$ cat config.mk
export PLATFORM = sky130hd
export DESIGN_NAME = dead_time_gen
export DESIGN_NICKNAME = d
export VERILOG_FILES = /design/src/rtl/ddt_pkg.sv /design/src/rtl/ddt_sync.sv /design/src/rtl/ddt_delay_timer.sv /design/src/rtl/ddt_seq.sv /design/src/rtl/dead_time_gen.sv
export SDC_FILE = /design/constraint.sdc
export NUM_CORES = 1
export LEC_CHECK = 0
export ABC_AREA = 1
export BUFFER_PORTS_ARGS = -buffer_cell sky130_fd_sc_hd__buf_4
export CAP_MARGIN = 20
export CELL_PAD_IN_SITES_DETAIL_PLACEMENT = 1
export CELL_PAD_IN_SITES_GLOBAL_PLACEMENT = 2
export CORE_UTILIZATION = 30
export DETAILED_ROUTE_END_ITERATION = 8
export GPL_ROUTABILITY_DRIVEN = 0
export GPL_TIMING_DRIVEN = 0
export HOLD_SLACK_MARGIN = 0.03
export PLACE_DENSITY = 0.73
export SETUP_SLACK_MARGIN = 0.15
export SYNTH_ARGS = -nofsm -noshare
export SYNTH_HDL_FRONTEND = slang
export SYNTH_SLANG_ARGS = --single-unit
$ cat constraint.sdc
create_clock -name clk -period 3.8 [get_ports clk]
set_input_delay 0.38 -clock clk [delete_from_list [all_inputs] [get_ports clk]]
set_output_delay 0.38 -clock clk [all_outputs]
set_load 0.01 [all_outputs]
$ cat src/rtl/ddt_pkg.sv
package ddt_pkg;

    typedef enum logic [2:0] {
        ST_IDLE,
        ST_LEAD,
        ST_MAIN,
        ST_TRAIL,
        ST_AUX
    } seq_state_e;

    localparam int TMR_LEAD  = 0;
    localparam int TMR_TRAIL = 1;
    localparam int NUM_TMR   = 2;

    typedef struct packed {
        seq_state_e st;
        logic       main_on;
        logic       aux_on;
    } seq_regs_t;

endpackage

$ cat src/rtl/ddt_sync.sv
module ddt_sync #(
    parameter int STAGES = 2
) (
    input  logic clk,
    input  logic rst_n,
    input  logic d,
    output logic q
);
    typedef struct packed {
        logic [STAGES-1:0] sh;
    } sync_regs_t;

    sync_regs_t sync_d, sync_q;

    always_comb begin
        sync_d.sh = {sync_q.sh[STAGES-2:0], d};
    end

    always_ff @(posedge clk or negedge rst_n) begin
        if (!rst_n) sync_q <= '0;
        else        sync_q <= sync_d;
    end

    assign q = sync_q.sh[STAGES-1];
endmodule

$ cat src/rtl/ddt_delay_timer.sv
module ddt_delay_timer #(
    parameter int CNT_W = 8
) (
    input  logic             clk,
    input  logic             rst_n,
    input  logic             start,
    input  logic             abort,
    input  logic             cut,
    input  logic [CNT_W-1:0] dly,
    output logic             fire
);
    localparam logic [CNT_W-1:0] ONE = CNT_W'(1);

    typedef struct packed {
        logic             busy;
        logic [CNT_W-1:0] cnt;
    } tmr_regs_t;

    tmr_regs_t tmr_d, tmr_q;

    always_comb begin
        tmr_d = tmr_q;
        fire  = 1'b0;
        if (abort) begin
            tmr_d.busy = 1'b0;
        end else if (start) begin
            if (dly == '0 || cut) begin
                fire       = 1'b1;
                tmr_d.busy = 1'b0;
            end else begin
                tmr_d.busy = 1'b1;
                tmr_d.cnt  = dly;
            end
        end else if (tmr_q.busy) begin
            if (tmr_q.cnt <= ONE || cut) begin
                fire       = 1'b1;
                tmr_d.busy = 1'b0;
            end else begin
                tmr_d.cnt = tmr_q.cnt - ONE;
            end
        end
    end

    always_ff @(posedge clk or negedge rst_n) begin
        if (!rst_n) tmr_q <= '0;
        else        tmr_q <= tmr_d;
    end

    // a cut during a running gap ends it on the next edge
    assert_cut_ends_gap_R6: assert property (@(posedge clk) disable iff (!rst_n)
        (tmr_q.busy && cut && !abort && !start) |=> !tmr_q.busy);

    // an undisturbed gap counts down by one per cycle
    assert_count_steps_R3: assert property (@(posedge clk) disable iff (!rst_n)
        (tmr_q.busy && !abort && !start && !cut && tmr_q.cnt > ONE)
        |=> (tmr_q.busy && tmr_q.cnt == $past(tmr_q.cnt) - ONE));
endmodule

$ cat src/rtl/ddt_seq.sv
module ddt_seq
    import ddt_pkg::*;
(
    input  logic               clk,
    input  logic               rst_n,
    input  logic               lvl,
    input  logic [NUM_TMR-1:0] fire,
    output logic [NUM_TMR-1:0] start,
    output logic [NUM_TMR-1:0] abort,
    output logic               main_q,
    output logic               aux_q
);
    seq_regs_t seq_d, seq_q;
    logic rise_evt, fall_evt;

    always_comb begin
        rise_evt = lvl && (seq_q.st == ST_IDLE || seq_q.st == ST_TRAIL ||
                           seq_q.st == ST_AUX);
        fall_evt = !lvl && (seq_q.st == ST_LEAD || seq_q.st == ST_MAIN);
        start            = '0;
        abort            = '0;
        start[TMR_LEAD]  = rise_evt;
        abort[TMR_TRAIL] = rise_evt;
        start[TMR_TRAIL] = fall_evt;
        abort[TMR_LEAD]  = fall_evt;
    end

    always_comb begin
        seq_d = seq_q;
        if (rise_evt) begin
            seq_d.st = fire[TMR_LEAD] ? ST_MAIN : ST_LEAD;
        end else if (fall_evt) begin
            seq_d.st = fire[TMR_TRAIL] ? ST_AUX : ST_TRAIL;
        end else if (seq_q.st == ST_LEAD && fire[TMR_LEAD]) begin
            seq_d.st = ST_MAIN;
        end else if (seq_q.st == ST_TRAIL && fire[TMR_TRAIL]) begin
            seq_d.st = ST_AUX;
        end
        seq_d.main_on = (seq_d.st == ST_MAIN);
        seq_d.aux_on  = (seq_d.st == ST_AUX);
    end

    always_ff @(posedge clk or negedge rst_n) begin
        if (!rst_n) seq_q <= '{st: ST_IDLE, main_on: 1'b0, aux_on: 1'b0};
        else        seq_q <= seq_d;
    end

    assign main_q = seq_q.main_on;
    assign aux_q  = seq_q.aux_on;

    assert_main_off_on_fall_R4: assert property (@(posedge clk) disable iff (!rst_n)
        fall_evt |=> !seq_q.main_on);

    assert_aux_off_on_rise_R3: assert property (@(posedge clk) disable iff (!rst_n)
        rise_evt |=> !seq_q.aux_on);

    assert_main_after_lead_R3: assert property (@(posedge clk) disable iff (!rst_n)
        $rose(seq_q.main_on) |-> $past(seq_q.st == ST_LEAD || rise_evt));

    assert_aux_after_trail_R4: assert property (@(posedge clk) disable iff (!rst_n)
        $rose(seq_q.aux_on) |-> $past(seq_q.st == ST_TRAIL || fall_evt));
endmodule

$ cat src/rtl/dead_time_gen.sv
module dead_time_gen
    import ddt_pkg::*;
#(
    parameter int CNT_W       = 8,
    parameter int SYNC_STAGES = 2,
    parameter bit AUX_ON_HIGH = 1'b1
) (
    input  logic             clk,
    input  logic             rst_n,
    input  logic             pwm_in,
    input  logic             enable,
    input  logic [CNT_W-1:0] lead_dly,
    input  logic [CNT_W-1:0] trail_dly,
    input  logic             lead_cut,
    input  logic             trail_cut,
    output logic             main_drv,
    output logic             aux_drv
);
    localparam int NT = NUM_TMR;

    logic                     pwm_lvl;
    logic [NT-1:0]            tmr_start, tmr_abort, tmr_fire, cut_arr;
    logic [NT-1:0][CNT_W-1:0] dly_arr;
    logic                     main_q, aux_q, aux_on_port;

    assign dly_arr[TMR_LEAD]  = lead_dly;
    assign dly_arr[TMR_TRAIL] = trail_dly;
    assign cut_arr[TMR_LEAD]  = lead_cut;
    assign cut_arr[TMR_TRAIL] = trail_cut;

    ddt_sync #(.STAGES(SYNC_STAGES)) u_sync (
        .clk   (clk),
        .rst_n (rst_n),
        .d     (pwm_in),
        .q     (pwm_lvl)
    );

    ddt_seq u_seq (
        .clk    (clk),
        .rst_n  (rst_n),
        .lvl    (pwm_lvl),
        .fire   (tmr_fire),
        .start  (tmr_start),
        .abort  (tmr_abort),
        .main_q (main_q),
        .aux_q  (aux_q)
    );

    for (genvar g = 0; g < NT; g++) begin : g_tmr
        ddt_delay_timer #(.CNT_W(CNT_W)) u_tmr (
            .clk   (clk),
            .rst_n (rst_n),
            .start (tmr_start[g]),
            .abort (tmr_abort[g]),
            .cut   (cut_arr[g]),
            .dly   (dly_arr[g]),
            .fire  (tmr_fire[g])
        );
    end

    assign main_drv = main_q & enable;

    if (AUX_ON_HIGH) begin : g_aux_hi
        assign aux_drv = aux_q;
    end else begin : g_aux_lo
        assign aux_drv = ~aux_q;
    end

    assign aux_on_port = (aux_drv == AUX_ON_HIGH);

    assert_never_both_on_R11: assert property (@(posedge clk) disable iff (!rst_n)
        !(main_drv && aux_on_port));
endmodule

# Word level (Yosys, flattened, before mapping)
# Index checks and enable logic that the tools add are counted.
# op_classes
n_eq_ne,10
n_reduce_logical,19
add_sub_neg,2
muxes,30
bitwise,3
order_cmp,2
# ops
cell,count
9-bit 2-to-1 mux,4
8-bit 2-to-1 mux,4
8-bit by 1-bit less-or-equal comparator with 1-bit output (second input constant),2
8-bit zero test,2
1-bit 2-to-1 mux,16
8-bit by 1-bit subtractor with 8-bit output (second input constant),2
3-bit 2-to-1 mux,5
3-bit by 2-bit == test with 1-bit output (second input constant),3
4-bit AND reduction,2
1-bit logical OR,7
3-bit == test (second input constant),2
2-bit inequality test (second input constant),3
1-bit logical AND,4
2-bit nonzero test,2
3-bit by 1-bit == test with 1-bit output (second input constant),1
3-bit zero test,1
2-bit 2-to-1 mux,1
2-bit by 1-bit inequality test with 1-bit output (second input constant),1
1-bit NOT,2
1-bit AND,1
1-bit zero test,1
# totals
input_bits,22
register_bits,25
output_inout_bits,2
elab_cells,74

# Logic depth before layout (Yosys ltp)
# logic_depth
word_depth,12
ltp_mapped,15
mapped_depth_nobuf,15

# Cells and area by module
# A second synthesis with hierarchy kept.
# unflattened
hier_cells,291
hier_area_um2,1899.3
# modules_own_cells
mod,cells_per_inst,n_inst,area_each_um2,seq_area_each_um2
ddt_delay_timer,119,2,740.7,225.2
ddt_seq,49,1,360.3,125.1
ddt_sync,2,1,50.0,50.0
dead_time_gen,2,1,7.5,0.0

# Worst setup path after synthesis
# OpenSTA, ideal clock, no wires.
# synth_timing
path_kind,register to register
start,reg g_tmr[0].u_tmr.tmr_q[0] (netlist bit)
end,"reg u_seq.seq_q, in the netlist u_seq.aux_q"
stages_incl_launch_ff,14
arrival_ns,1.486
setup_time_ns,0.118
path_buffers,0
path_slack_ns,2.196
synth_period_minus_slack_ns,1.604
required_time_ns,3.682
path_cell_list,dfrtp_1 -> inv_1 -> ha_1 -> inv_1 -> nand2_1 -> nand3_1 -> nor2_1 -> nand2_4 -> nand3_4 -> nand3_2 -> nand2_1 -> nand2_2 -> a21oi_2 -> nor2_1
# synth_rtl
item,line,source
from (decl),ddt_delay_timer.sv:19,"tmr_regs_t tmr_d, tmr_q;"
from (signal assigned),ddt_delay_timer.sv:46,else tmr_q <= tmr_d;
to (signal assigned),ddt_seq.sv:44,"if (!rst_n) seq_q <= '{st: ST_IDLE, main_on: 1'b0, aux_on: 1'b0};"
to (signal assigned),ddt_seq.sv:45,else seq_q <= seq_d;
to (decl),ddt_seq.sv:13,"seq_regs_t seq_d, seq_q;"

==> results_dict.tcl <==
set metrics [dict create \
    status "completed" \
    core-area_um2 5200 \
    initial_core_util 0.317 \
    ys_seq_area_frac 0.379 \
    synthToLayoutAreaGrowth_pct 19.3 \
    r2r_start "g_tmr[0].u_tmr.tmr_q[0]" \
    cpPeakStageDelay_ns 0.41 \
    post-route-cell-area_um2 1970 \
    dieHeight_um 76.2 \
    synthSimpleGateAreaFrac 0.293 \
    min-delay-start "pwm_in" \
    maxCapViolCount 0 \
    crit_type "reg -> reg" \
    worst-path-max-fanout 4 \
    synthAdderAreaFrac 0.0303 \
    gr-usage-met2 0.249 \
    min_to "u_sync.sync_q[0]" \
    fp.dieW_um 76.2 \
    max_freq_ghz 0.540 \
    critPathCaptureType "register" \
    drv_slew 0 \
    path_delay_family "simple AND/OR/NAND/NOR gates" \
    routed_wl_um 4060 \
    grt_pass1_vias 1461 \
    ys_ff_latch 25 \
    fin_ws_ns 1.95 \
    setup_tns_ns 0 \
    num_vias 1478 \
    finClkSkew_ns 0.0150 \
    critPathLaunchType "register" \
    synth_xor_area_frac 0.0371 \
    relSlewSlack 0.764 \
    cp.depth 13 \
    cts_buffers 3 \
    viasPerCell 4.60 \
    dp.cells 316 \
    antennaDiodeCount 0 \
    syn_area_um2 1650 \
    cts_tree "done" \
    critPathBufInv 2 \
    syn-num-nets 249 \
    place_area_um2 1910 \
    setup_viol_count_final 0 \
    clk_path_buf_depth 2 \
    io_buffers 23 \
    cts_max_level 1 \
    drtIter0Drc 23 \
    cp.arrival_ns 2.02 \
    root_buffer "clkbuf_8" \
    fin_crit_ns 1.85 \
    crit_required_ns 3.96 \
    track_usage 0.153 \
    finalCritPeriodShare 0.488 \
    synth_area_per_cell_um2 7.40 \
    hpwl_um 3190 \
    p_per_area_nw_per_um2 729 \
    path_cells "inv_1 > ha_1 > inv_1 > nand2_1 > nand3_1 > nor2_1 > nand2_4 > nand3_4 > nand3_2 > nand2_1 > nand2_2 > a21oi_2 > nor2_1" \
    layout_commonest_cell "nand2_1" \
    fin_cells 321 \
    clk-insertion-delay-late_ns 0.28 \
    irDropWorstVdd_mv 0.261 \
    die-area_um2 5800 \
    p_total_mw 1.44 \
    grtUsageMet3 0.0287 \
    post-place-ws_ns 1.97 \
    rsz0062_at_grt "false" \
    slowest_stage "dfrtp_1" \
    whs_path_depth 1 \
    overflow 0 \
    ff2ff_setup_slack_ns 1.95 \
    use_met1 0.210 \
    synth-compound-area-share 0.147 \
    io_pins 24 \
    grt_max_degree 26 \
    clk_pin_slew_worst_paths_ns 0.10 \
    synth_mux_area_frac 0 \
    grt_first_pass_wirelength_um 7030 \
    firstDrtPassIters 4 \
    cts-resized-gates 0 \
    yosys_warnings 0 \
    rr_worst_depth 13 \
    hp-class "in -> reg" \
    ant_nets 0 \
    drive_gt1_frac 0.199 \
    synth_top_family_by_area "simple AND/OR/NAND/NOR gates" \
    tightest_slew_ns 0.354 \
    ys_types 32 \
    wire_per_inst_um 12.6 \
    rows 26 \
    nNetsFinal 278 \
    r2r_end "u_seq.aux_q" \
    hold_violations 0 \
    leakage_nw 0.986 \
    mostFrequentLayoutCells "nand2_1 (49), inv_1 (36), nor2_1 (25), dfrtp_1 (25), buf_4 (23)" \
    syn_inst 223 \
    busiest_layer "met2" \
    drc 0 \
    cts_num_sinks 25 \
    antenna_found_initial 0 \
]
metal layers:
layer  routed length, um  vias to the layer above
met5                   0                        -
met4                  27                        0
met3                  76                        2
met2                1940                       11
met1                2010                      700
li1                    -                      765
area by class of cell:
type | count | area [um^2]
repair buffers | 24 | 183
clock buffers | 3 | 41.3
flip-flops and latches | 25 | 626
inverters | 41 | 160
clock inverters | 1 | 7.51
plain buffers | 2 | 26.3
multi-input cells | 155 | 838
well taps | 70 | 87.6
fillers | 681 | 3240
cells in the mapped netlist, drive strengths merged:
cell type | n | area share
a211oi | 1 | 0.0046
a21oi | 8 | 0.029
a22oi | 3 | 0.014
a31oi | 1 | 0.0038
buf | 2 | 0.016
clkinv | 1 | 0.0030
dfrtp | 25 | 0.38
ha | 4 | 0.030
inv | 40 | 0.094
nand2 | 57 | 0.15
nand3 | 15 | 0.064
nand4 | 1 | 0.0038
nor2 | 26 | 0.064
nor3 | 2 | 0.0061
nor3b | 1 | 0.0046
o21ai | 21 | 0.068
o22ai | 6 | 0.023
o2bb2ai | 1 | 0.0053
or2 | 1 | 0.0038
xnor2 | 1 | 0.0053
xor2 | 6 | 0.032
metrics by stage:
| step | hold slack (ns) | util |
|---|---|---|
| detailed placement | 0.321 | 0.367 |
| floorplan | 0.0844 | - |
| global route | 0.198 | 0.378 |
| CTS | 0.207 | 0.378 |
| finish | 0.222 | 0.378 |
| global placement | 0.321 | 0.367 |
worst max path at each step:
| stage | start | end |
|---|---|---|
| 2_1_floorplan | g_tmr[0].u_tmr.tmr_q[0] | u_seq.aux_q |
| 3_3_place_gp | trail_dly[1] | g_tmr[1].u_tmr.tmr_q[7] |
| 3_5_place_dp | trail_dly[1] | g_tmr[1].u_tmr.tmr_q[1] |
| 4_1_cts | g_tmr[0].u_tmr.tmr_q[0] | u_seq.aux_q |
| 5_1_grt | g_tmr[1].u_tmr.tmr_q[0] | g_tmr[1].u_tmr.tmr_q[1] |
| 6_report | g_tmr[0].u_tmr.tmr_q[0] | u_seq.aux_q |
logic make-up after synthesis:
logic type / after synthesis
adder cells (fa/ha/maj): 4
XOR/XNOR: 7
buffers and inverters: 43
AO/OA/AOI/OAI: 41
AND/OR/NAND/NOR: 103
flip-flops: 25
what timing repair did:
action,4_1_cts,5_1_grt
hold endpoints to repair,25,0
buffers inserted,0,0
hold buffers,1,0
state kept, by name, indices dropped and copies added, names as in the netlist:
register,cells
g_tmr.u_tmr.tmr_q,18
u_seq.aux_q,1
u_sync.sync_q,2
u_seq.seq_q,3
u_seq.main_q,1
worst reg2reg max path: stages, from the launching register on:
cell	delay (ns)
dfrtp_1	0.41
inv_1	0.13
ha_1	0.23
inv_1	0.05
nand2_1	0.07
nand3_1	0.06
nor2_1	0.18
nand2_4	0.07
nand3_4	0.11
nand3_2	0.08
nand2_1	0.09
nand2_2	0.06
a21oi_2	0.14
nor2_1	0.05
power by group:
group / switching (mW) / internal [mW] / total [mW]
combinational: 0.534 / 0.310 / 0.843
sequential: 0.0614 / 0.365 / 0.426
clock: 0.0923 / 0.0744 / 0.167
total: 0.688 / 0.749 / 1.44
(Power assumes the default switching activity.)
